===== src/rtl/spc_pkg.sv =====
package spc_pkg;

    localparam int WAKE_W = 10;

    localparam int WK_ADC_DONE = 0;
    localparam int WK_RESET    = 1;
    localparam int WK_WDOG     = 2;
    localparam int WK_ADDR     = 3;
    localparam int WK_ATMR     = 4;
    localparam int WK_MEMRDY   = 5;
    localparam int WK_EXTLVL   = 6;
    localparam int WK_PINCHG   = 7;
    localparam int WK_TMROVF   = 8;
    localparam int WK_TXDONE   = 9;

    localparam logic [2:0] MODE_LIGHT = 3'b000;
    localparam logic [2:0] MODE_QUIET = 3'b001;
    localparam logic [2:0] MODE_DEEP  = 3'b010;

    typedef enum logic [1:0] {
        ST_RUN    = 2'd0,
        ST_SLEEP  = 2'd1,
        ST_SETTLE = 2'd2
    } seq_state_t;

    typedef struct packed {
        logic cpu;
        logic flash;
        logic io;
        logic adc;
        logic tmr_async;
        logic osc;
    } clk_gate_t;

    function automatic logic mode_is_valid(input logic [2:0] m);
        return (m == MODE_LIGHT) || (m == MODE_QUIET) || (m == MODE_DEEP);
    endfunction

    function automatic logic [WAKE_W-1:0] wake_allow(input logic [2:0] m);
        logic [WAKE_W-1:0] a;
        a = '0;
        case (m)
            MODE_LIGHT: a = '1;
            MODE_QUIET: begin
                a[WK_ADC_DONE] = 1'b1;
                a[WK_RESET]    = 1'b1;
                a[WK_WDOG]     = 1'b1;
                a[WK_ADDR]     = 1'b1;
                a[WK_ATMR]     = 1'b1;
                a[WK_MEMRDY]   = 1'b1;
                a[WK_EXTLVL]   = 1'b1;
                a[WK_PINCHG]   = 1'b1;
            end
            MODE_DEEP: begin
                a[WK_RESET]    = 1'b1;
                a[WK_WDOG]     = 1'b1;
                a[WK_ADDR]     = 1'b1;
                a[WK_EXTLVL]   = 1'b1;
                a[WK_PINCHG]   = 1'b1;
            end
            default: a = '0;
        endcase
        return a;
    endfunction

endpackage


===== src/rtl/spc_bod_guard.sv =====
module spc_bod_guard #(
    parameter int UNLOCK_WIN = 4
) (
    input  logic clk,
    input  logic rst_n,
    input  logic cfg_wr,
    input  logic cfg_unlock,
    input  logic cfg_bods,
    output logic bod_sleep
);
    localparam int WW = $clog2(UNLOCK_WIN + 1);

    typedef struct packed {
        logic [WW-1:0] win;
        logic          bods;
    } guard_t;

    guard_t g_d, g_q;

    always_comb begin
        g_d = g_q;
        if (cfg_wr && cfg_unlock && cfg_bods) begin
            g_d.win = WW'(UNLOCK_WIN);
        end else if (cfg_wr && !cfg_unlock && (g_q.win != '0)) begin
            g_d.bods = cfg_bods;
            g_d.win  = '0;
        end else if (g_q.win != '0) begin
            g_d.win = g_q.win - WW'(1);
        end
    end

    always_ff @(posedge clk or negedge rst_n) begin
        if (!rst_n) g_q <= '0;
        else        g_q <= g_d;
    end

    assign bod_sleep = g_q.bods;

    AST_LOCKED_WRITE_IGNORED: assert property (@(posedge clk) disable iff (!rst_n)
        (g_q.win == '0 && cfg_wr && !cfg_unlock) |=> $stable(bod_sleep));
    AST_OPEN_KEEPS_BIT: assert property (@(posedge clk) disable iff (!rst_n)
        (cfg_wr && cfg_unlock) |=> $stable(bod_sleep));

endmodule


===== src/rtl/spc_wake_qual.sv =====
module spc_wake_qual
    import spc_pkg::*;
(
    input  logic [2:0]        mode,
    input  logic [WAKE_W-1:0] wake_src,
    output logic              wake_hit
);
    logic [WAKE_W-1:0] allow;
    logic [WAKE_W-1:0] hit_vec;

    assign allow = wake_allow(mode);

    for (genvar i = 0; i < WAKE_W; i++) begin : g_bit
        assign hit_vec[i] = wake_src[i] & allow[i];
    end

    assign wake_hit = |hit_vec;

endmodule


===== src/rtl/spc_clk_decode.sv =====
module spc_clk_decode
    import spc_pkg::*;
(
    input  seq_state_t state,
    input  logic [2:0] mode,
    output clk_gate_t  gate
);
    always_comb begin
        gate = '{cpu: 1'b1, flash: 1'b1, io: 1'b1, adc: 1'b1, tmr_async: 1'b1, osc: 1'b1};
        case (state)
            ST_SLEEP: begin
                gate.cpu   = 1'b0;
                gate.flash = 1'b0;
                case (mode)
                    MODE_QUIET: gate.io = 1'b0;
                    MODE_DEEP: begin
                        gate.io        = 1'b0;
                        gate.adc       = 1'b0;
                        gate.tmr_async = 1'b0;
                        gate.osc       = 1'b0;
                    end
                    default: ;
                endcase
            end
            ST_SETTLE: begin
                gate.cpu   = 1'b0;
                gate.flash = 1'b0;
            end
            default: ;
        endcase
    end

endmodule


===== src/rtl/spc_seq.sv =====
module spc_seq
    import spc_pkg::*;
#(
    parameter int SETTLE_CYC = 15000
) (
    input  logic       clk,
    input  logic       rst_n,
    input  logic [2:0] mode_sel,
    input  logic       sleep_en,
    input  logic       sleep_pulse,
    input  logic       adc_on,
    input  logic       bod_sleep,
    input  logic       wake_hit,
    output seq_state_t state,
    output logic [2:0] mode,
    output logic       bod_off,
    output logic       adc_go
);
    localparam int CW = $clog2(SETTLE_CYC + 1);

    typedef struct packed {
        seq_state_t    st;
        logic [2:0]    mode;
        logic          bod_off;
        logic          adc_go;
        logic [CW-1:0] cnt;
    } seq_t;

    seq_t s_d, s_q;

    always_comb begin
        s_d        = s_q;
        s_d.adc_go = 1'b0;
        case (s_q.st)
            ST_RUN: begin
                if (sleep_pulse && sleep_en && mode_is_valid(mode_sel)) begin
                    s_d.st      = ST_SLEEP;
                    s_d.mode    = mode_sel;
                    s_d.bod_off = bod_sleep && (mode_sel == MODE_DEEP);
                    s_d.adc_go  = adc_on && (mode_sel != MODE_DEEP);
                end
            end
            ST_SLEEP: begin
                if (wake_hit) begin
                    s_d.bod_off = 1'b0;
                    if (s_q.bod_off) begin
                        s_d.st  = ST_SETTLE;
                        s_d.cnt = CW'(SETTLE_CYC - 1);
                    end else begin
                        s_d.st = ST_RUN;
                    end
                end
            end
            ST_SETTLE: begin
                if (s_q.cnt == '0) s_d.st  = ST_RUN;
                else               s_d.cnt = s_q.cnt - CW'(1);
            end
            default: s_d.st = ST_RUN;
        endcase
    end

    always_ff @(posedge clk or negedge rst_n) begin
        if (!rst_n) s_q <= '{st: ST_RUN, mode: MODE_LIGHT, bod_off: 1'b0, adc_go: 1'b0, cnt: '0};
        else        s_q <= s_d;
    end

    assign state   = s_q.st;
    assign mode    = s_q.mode;
    assign bod_off = s_q.bod_off;
    assign adc_go  = s_q.adc_go;

    AST_ILLEGAL_REQUEST_NOOP: assert property (@(posedge clk) disable iff (!rst_n)
        (s_q.st == ST_RUN && sleep_pulse && (!sleep_en || !mode_is_valid(mode_sel)))
        |=> (s_q.st == ST_RUN));
    AST_FAST_WAKE: assert property (@(posedge clk) disable iff (!rst_n)
        (s_q.st == ST_SLEEP && wake_hit && !s_q.bod_off) |=> (s_q.st == ST_RUN));
    AST_SLOW_WAKE: assert property (@(posedge clk) disable iff (!rst_n)
        (s_q.st == ST_SLEEP && wake_hit && s_q.bod_off) |=> (s_q.st == ST_SETTLE));
    AST_BOD_BACK_ON: assert property (@(posedge clk) disable iff (!rst_n)
        (s_q.st == ST_SLEEP && wake_hit) |=> !s_q.bod_off);
    AST_ADC_PULSE_SINGLE: assert property (@(posedge clk) disable iff (!rst_n)
        s_q.adc_go |=> !s_q.adc_go);
    AST_BOD_OFF_DEEP_ONLY: assert property (@(posedge clk) disable iff (!rst_n)
        s_q.bod_off |-> (s_q.mode == MODE_DEEP));

endmodule


===== src/rtl/sleep_power_ctrl.sv =====
module sleep_power_ctrl
    import spc_pkg::*;
#(
    parameter int SETTLE_CYC = 15000,
    parameter int UNLOCK_WIN = 4
) (
    input  logic              clk,
    input  logic              rst_n,
    input  logic [2:0]        mode_sel,
    input  logic              sleep_en,
    input  logic              sleep_pulse,
    input  logic              adc_on,
    input  logic              cfg_wr,
    input  logic              cfg_unlock,
    input  logic              cfg_bods,
    input  logic [WAKE_W-1:0] wake_src,
    output logic              clk_en_cpu,
    output logic              clk_en_flash,
    output logic              clk_en_io,
    output logic              clk_en_adc,
    output logic              clk_en_async,
    output logic              osc_run,
    output logic              bod_en,
    output logic              adc_start,
    output logic              bod_sleep
);
    seq_state_t state;
    logic [2:0] mode;
    logic       bod_off;
    logic       adc_go;
    logic       wake_hit;
    logic       bods_bit;
    clk_gate_t  gate;

    spc_bod_guard #(.UNLOCK_WIN(UNLOCK_WIN)) u_guard (
        .clk(clk), .rst_n(rst_n), .cfg_wr(cfg_wr), .cfg_unlock(cfg_unlock),
        .cfg_bods(cfg_bods), .bod_sleep(bods_bit)
    );

    spc_wake_qual u_wake (
        .mode(mode), .wake_src(wake_src), .wake_hit(wake_hit)
    );

    spc_seq #(.SETTLE_CYC(SETTLE_CYC)) u_seq (
        .clk(clk), .rst_n(rst_n), .mode_sel(mode_sel), .sleep_en(sleep_en),
        .sleep_pulse(sleep_pulse), .adc_on(adc_on), .bod_sleep(bods_bit),
        .wake_hit(wake_hit), .state(state), .mode(mode), .bod_off(bod_off),
        .adc_go(adc_go)
    );

    spc_clk_decode u_dec (
        .state(state), .mode(mode), .gate(gate)
    );

    assign clk_en_cpu   = gate.cpu;
    assign clk_en_flash = gate.flash;
    assign clk_en_io    = gate.io;
    assign clk_en_adc   = gate.adc;
    assign clk_en_async = gate.tmr_async;
    assign osc_run      = gate.osc;
    assign bod_en       = !bod_off;
    assign adc_start    = adc_go;
    assign bod_sleep    = bods_bit;

    AST_OSC_NEEDS_CPU_STOP: assert property (@(posedge clk) disable iff (!rst_n)
        !osc_run |-> !clk_en_cpu);
    AST_BOD_ON_WHILE_CPU: assert property (@(posedge clk) disable iff (!rst_n)
        clk_en_cpu |-> bod_en);

endmodule


===== config.mk =====
export PLATFORM = sky130hd
export DESIGN_NAME = sleep_power_ctrl
export DESIGN_NICKNAME = d
export VERILOG_FILES = /design/src/rtl/spc_pkg.sv /design/src/rtl/spc_bod_guard.sv /design/src/rtl/spc_wake_qual.sv /design/src/rtl/spc_clk_decode.sv /design/src/rtl/spc_seq.sv /design/src/rtl/sleep_power_ctrl.sv
export SDC_FILE = /design/constraint.sdc
export NUM_CORES = 1
export LEC_CHECK = 0
export ABC_AREA = 1
export BUFFER_PORTS_ARGS = -buffer_cell sky130_fd_sc_hd__buf_2
export CELL_PAD_IN_SITES_DETAIL_PLACEMENT = 1
export CELL_PAD_IN_SITES_GLOBAL_PLACEMENT = 1
export CORE_ASPECT_RATIO = 0.7
export CORE_MARGIN = 2
export CORE_UTILIZATION = 39
export CTS_CLUSTER_SIZE = 28
export DETAILED_ROUTE_END_ITERATION = 8
export GPL_TIMING_DRIVEN = 0
export PLACE_DENSITY = 0.87
export SLEW_MARGIN = 25
export SYNTH_ARGS = -nofsm -noshare
export SYNTH_HDL_FRONTEND = slang
export SYNTH_HIERARCHICAL = 1
export SYNTH_SLANG_ARGS = --single-unit

===== constraint.sdc =====
create_clock -name clk -period 2.25 [get_ports clk]
set_clock_uncertainty 0.05 [all_clocks]
set_input_delay 0.3375 -clock clk [delete_from_list [all_inputs] [get_ports clk]]
set_output_delay 0.3375 -clock clk [all_outputs]
set_load 0.02 [all_outputs]

# Yosys cells after proc, flatten, opt, wreduce, memory -nomap -nowiden
# Cells that the tools add are included.
# Widths: inputs -> output; s select.
# word_totals
regBits,25
inputBits,21
elab_cells,86
# classes
n_addsub,2
mux,24
bitwise_logic,11
eq_ne,12
reduce_logical,30
# ops
op,n
$mux 14,3
$pmux 14 s2,1
$mux 3,5
$logic_not 14->1,1
$mux 2,7
$sub 14x1->14 const B,1
$and 1x1->1,10
$reduce_or 10->1,1
$logic_and 1x1->1,8
$ne 2x2->1 const B,4
$mux 7,1
$eq 3x1->1 const B,2
$eq 3x2->1 const B,2
$logic_not 3->1,2
$pmux 2 s3,1
$reduce_and 3->1,2
$reduce_bool 3->1,2
$reduce_or 2->1,3
$mux 1,4
$mux 4,1
$reduce_and 2->1,2
$reduce_and 4->1,1
$reduce_bool 2->1,2
$ne 3x2->1 const B,1
other kinds (10),12

# Logic depth before layout (Yosys ltp)
# depth
depth_word,7
mapped_depth,13
ltp_nobuf,12

# By module
# The synthesis kept the hierarchy.
# modules_own_cells
module,instances,cells_per_inst,area_each_um2
spc_seq,1,185,1301.2
spc_bod_guard,1,31,232.7
spc_clk_decode,1,14,73.8
spc_wake_qual,1,14,65.1
sleep_power_ctrl,1,1,3.8

# Least setup slack after synthesis
# OpenSTA, ideal clock, no wires.
# synth_timing
path_kind,register to output
startpoint,reg u_seq.s_q (netlist bit u_seq/state[1])
endpoint,out clk_en_adc
t_required_ns,1.862
stages_incl_launch_ff,8
path_slack_ns,0.577
t_arrival_ns,1.286
path_cell_list,dfrtp_1 buf_4 inv_1 ha_1 inv_1 nor2_1 nand3_1 buf_4
# synth_via
elab_chain_cells,2
# synth_lines
element,line_no,text
start: declaration,spc_seq.sv:29,"seq_t s_d, s_q;"
start signal: assignment,spc_seq.sv:63,"if (!rst_n) s_q <= '{st: ST_RUN, mode: MODE_LIGHT, bod_off: 1'b0, adc_go: 1'b0, cnt: '0};"
$eq 2x1->1,spc_clk_decode.sv:10,case (state)
$mux 4,spc_clk_decode.sv:10,
end: declaration,sleep_power_ctrl.sv:20,"output logic clk_en_adc,"
# No other way between the ends.

# Worst setup path in the final report
# layout_timing
startpoint,reg u_seq.s_q (netlist bit u_seq/state[1])
endpoint,out clk_en_async
# layout_via
elab_chain_cells,2
# layout_lines
element,line_no,text
$eq 2x1->1,spc_clk_decode.sv:10,
$mux 4,spc_clk_decode.sv:10,
end: declaration,sleep_power_ctrl.sv:21,"output logic clk_en_async,"
# No other way between the ends.

==> results.cfg <==
[outcome]
status = finished, final reports clean

[routing]
drt_iter0_markers = 106
drtPass1Iterations = 4
wirelength_um = 4370
avgRoutedWirePerCell_um = 13.2
avgViaCountPerCell = 4.79
highest_layer = met4
drc = 0
wl_met1_um = 2160
wl_met2_um = 2050
dr_wl_met3_um = 129
dr_total_vias = 1580
ant_nets = 0

[clocking]
clock_path_buffers = 2
cts.sinks = 25
cts_resized = 0
worstSkewPairLatency_ps = 260
cts_root_buffer = clkbuf_8
cts_setup_buffers = 0
clk_pin_slew_ps = 80
numCtsBuffers = 3
cts_tree = done
htree_levels = 1
holdBufCountCts = 0

[critical_path]
r2r-end = u_seq/s_q[4]
cp.arrival_ps = 1570
end_kind = primary output
r2r_start = u_seq/mode[0]
crit_path_start_kind = flop
path_class = flop to primary output
worstPathMaxFanout = 4
cp.required_ps = 1860
reg2reg_depth = 12
rrSetupSlack_ps = 300

[sta]
fmax_mhz = 512
hold_violations = 0
maxSlewViolCount = 0
period_needed_ps = 1950
finalCritPeriodShare_pct = 86.9
setup_tns_ps = 0
setup_violations = 0
setup_ws_ps = 295
grt_setup_unrepaired = no
tightest_slew_ps = 576
slew-limit-headroom_pct = 61.6

[layout]
layout_commonest_cell = nand2_1
postLayoutCoreUtil_pct = 48.1
multi_input_area_um2 = 821
finalInstanceArea_um2 = 1930
regArea_um2 = 626
drive_gt1_share_pct = 21.2
n_antenna_cell = 0
syn2layout_area_growth_pct = 15.2
layout.nets = 304
final_cell_mix = nand2_1, inv_1, buf_2
fillers = 544

[yosys]
synthArstFlopShare_pct = 100
synth-edff-count = 0
synthCells = 245
synthTopCellsByArea = dfrtp_1, nand2_1, inv_1
ys.warnings.count = 6
syn-num-nets = 270
synth_cell_types = 26
ys_ff_latch = 25
synth_top_area_share_pct = 37.3
syn_avg_cell_area_um2 = 6.84
netlist_area_um2 = 1680
synth-main-ff-cell = dfrtp_1
ys_seq_area_share_pct = 37.3
yosysTopAreaCell = dfrtp_1

[placement]
post-place-ws_ps = 301
dp_hpwl_um = 3480
place_area_um2 = 1890
port_buffers = 29
globalplace.congestion = 0.766

[floorplanning]
core-area_um2 = 4020
top_level_ports = 30
fp.dieArea_um2 = 4850
die_w_um = 82.4
chipHeight_um = 58.9
initial_core_util_pct = 41.7
rows = 19

[power]
power_switching_mw = 0.448
internal_power_mw = 0.798
total_power_mw = 1.25
pwr-share-comb_pct = 35.6
power-per-cell-area_nw_per_um2 = 645
p_leak_nw = 1.11
peakVddDrop_v = 0.000590
clockPowerShare_pct = 21.3
switching_share_pct = 36.0
seq_power_share_pct = 43.1

[global_route]
antenna_found_initial = 0
grt_pass1_vias = 1630
grt_max_degree = 26
globalRouteTotalUtil_pct = 20.1
grt-ovfl-total = 0
grt_pass1_wl_um = 7490

[min_path]
hold_path.class = input port to async pin

[run]
maxCapViolations = 0
## cells in the mapped netlist (2+ instances only)
master,count
inv_2,3
o21ai_1,8
dfrtp_1,25
nand3_1,19
nor3_1,2
nand3b_1,3
buf_4,8
nand2_2,4
nand4_1,3
buf_6,2
o21ai_0,6
nor2_2,2
inv_1,35
nor2_4,2
ha_1,4
nand2_1,81
nor2_1,29
## registers in the layout, summed over array words and instances (netlist names)
signal,count
u_seq/mode,3
u_seq/state,2
u_seq/adc_go,1
u_seq/s_q,14
u_guard/bod_sleep,1
u_seq/bod_off,1
u_guard/g_q,3
## worst max path at each step
stage                   start            to  slack (ps)  depth (start not counted)
2_1_floorplan  u_seq/state[1]    clk_en_adc         580                          7
3_3_place_gp    u_seq/mode[0]  u_seq/s_q[8]         380                         12
3_5_place_dp    u_seq/mode[0]  u_seq/s_q[4]         300                         12
4_1_cts        u_seq/state[1]  clk_en_async         270                          8
5_1_grt        u_seq/state[1]  clk_en_async         120                          8
6_report       u_seq/state[1]  clk_en_async         300                          8
## logic make-up after synthesis
group           Yosys count  share of synthesized area, %
simple gates            148                          38.8
buf+inv                  49                          13.7
flops                    25                          37.3
compound gates           17                          6.12
fa+ha+maj                 4                          2.99
xor+xnor                  2                          1.04
## metal layers
| layer | up-vias | GRT usage (%) |
|---|---|---|
| met1 | 748 | 27.1 |
| met3 | 2 | 2.91 |
| li1 | 810 | - |
| met5 | - | 0 |
| met4 | 0 | 4.05 |
| met2 | 20 | 34.6 |
## stage by stage
step	std cells	hold WS, ps
after CTS	330	26.0
after detailed placement	326	322
after global placement	326	321
final	330	10.8
after global routing	330	49.7
after floorplan	245	-8.09
## final cells by class
type / instances / area share [%]
timing repair buffer: 29 / 7.51
multi-input combinational: 171 / 42.5
buffer: 11 / 4.53
sequential: 25 / 32.4
clock buffer: 4 / 2.33
inverter: 38 / 7.38
tap: 52 / 3.37
## power groups by stage
stage,sequential (mW),combinational [mW],clock [mW]
3_5_place_dp,0.547,0.448,0
5_1_grt,0.543,0.520,0.294
6_report,0.537,0.444,0.265
4_1_cts,0.538,0.451,0.278
3_3_place_gp,0.543,0.405,0
2_1_floorplan,0.547,0.316,0
## critical path, cell delays in order, from the launching register on
cell,delay [ps]
dfrtp_1,430
buf_4,150
inv_1,40
ha_1,120
inv_1,40
nor2_1,110
nand3_1,120
buf_4,150
buf_2,150
Note: power is estimated with default switching activity, not from simulation.
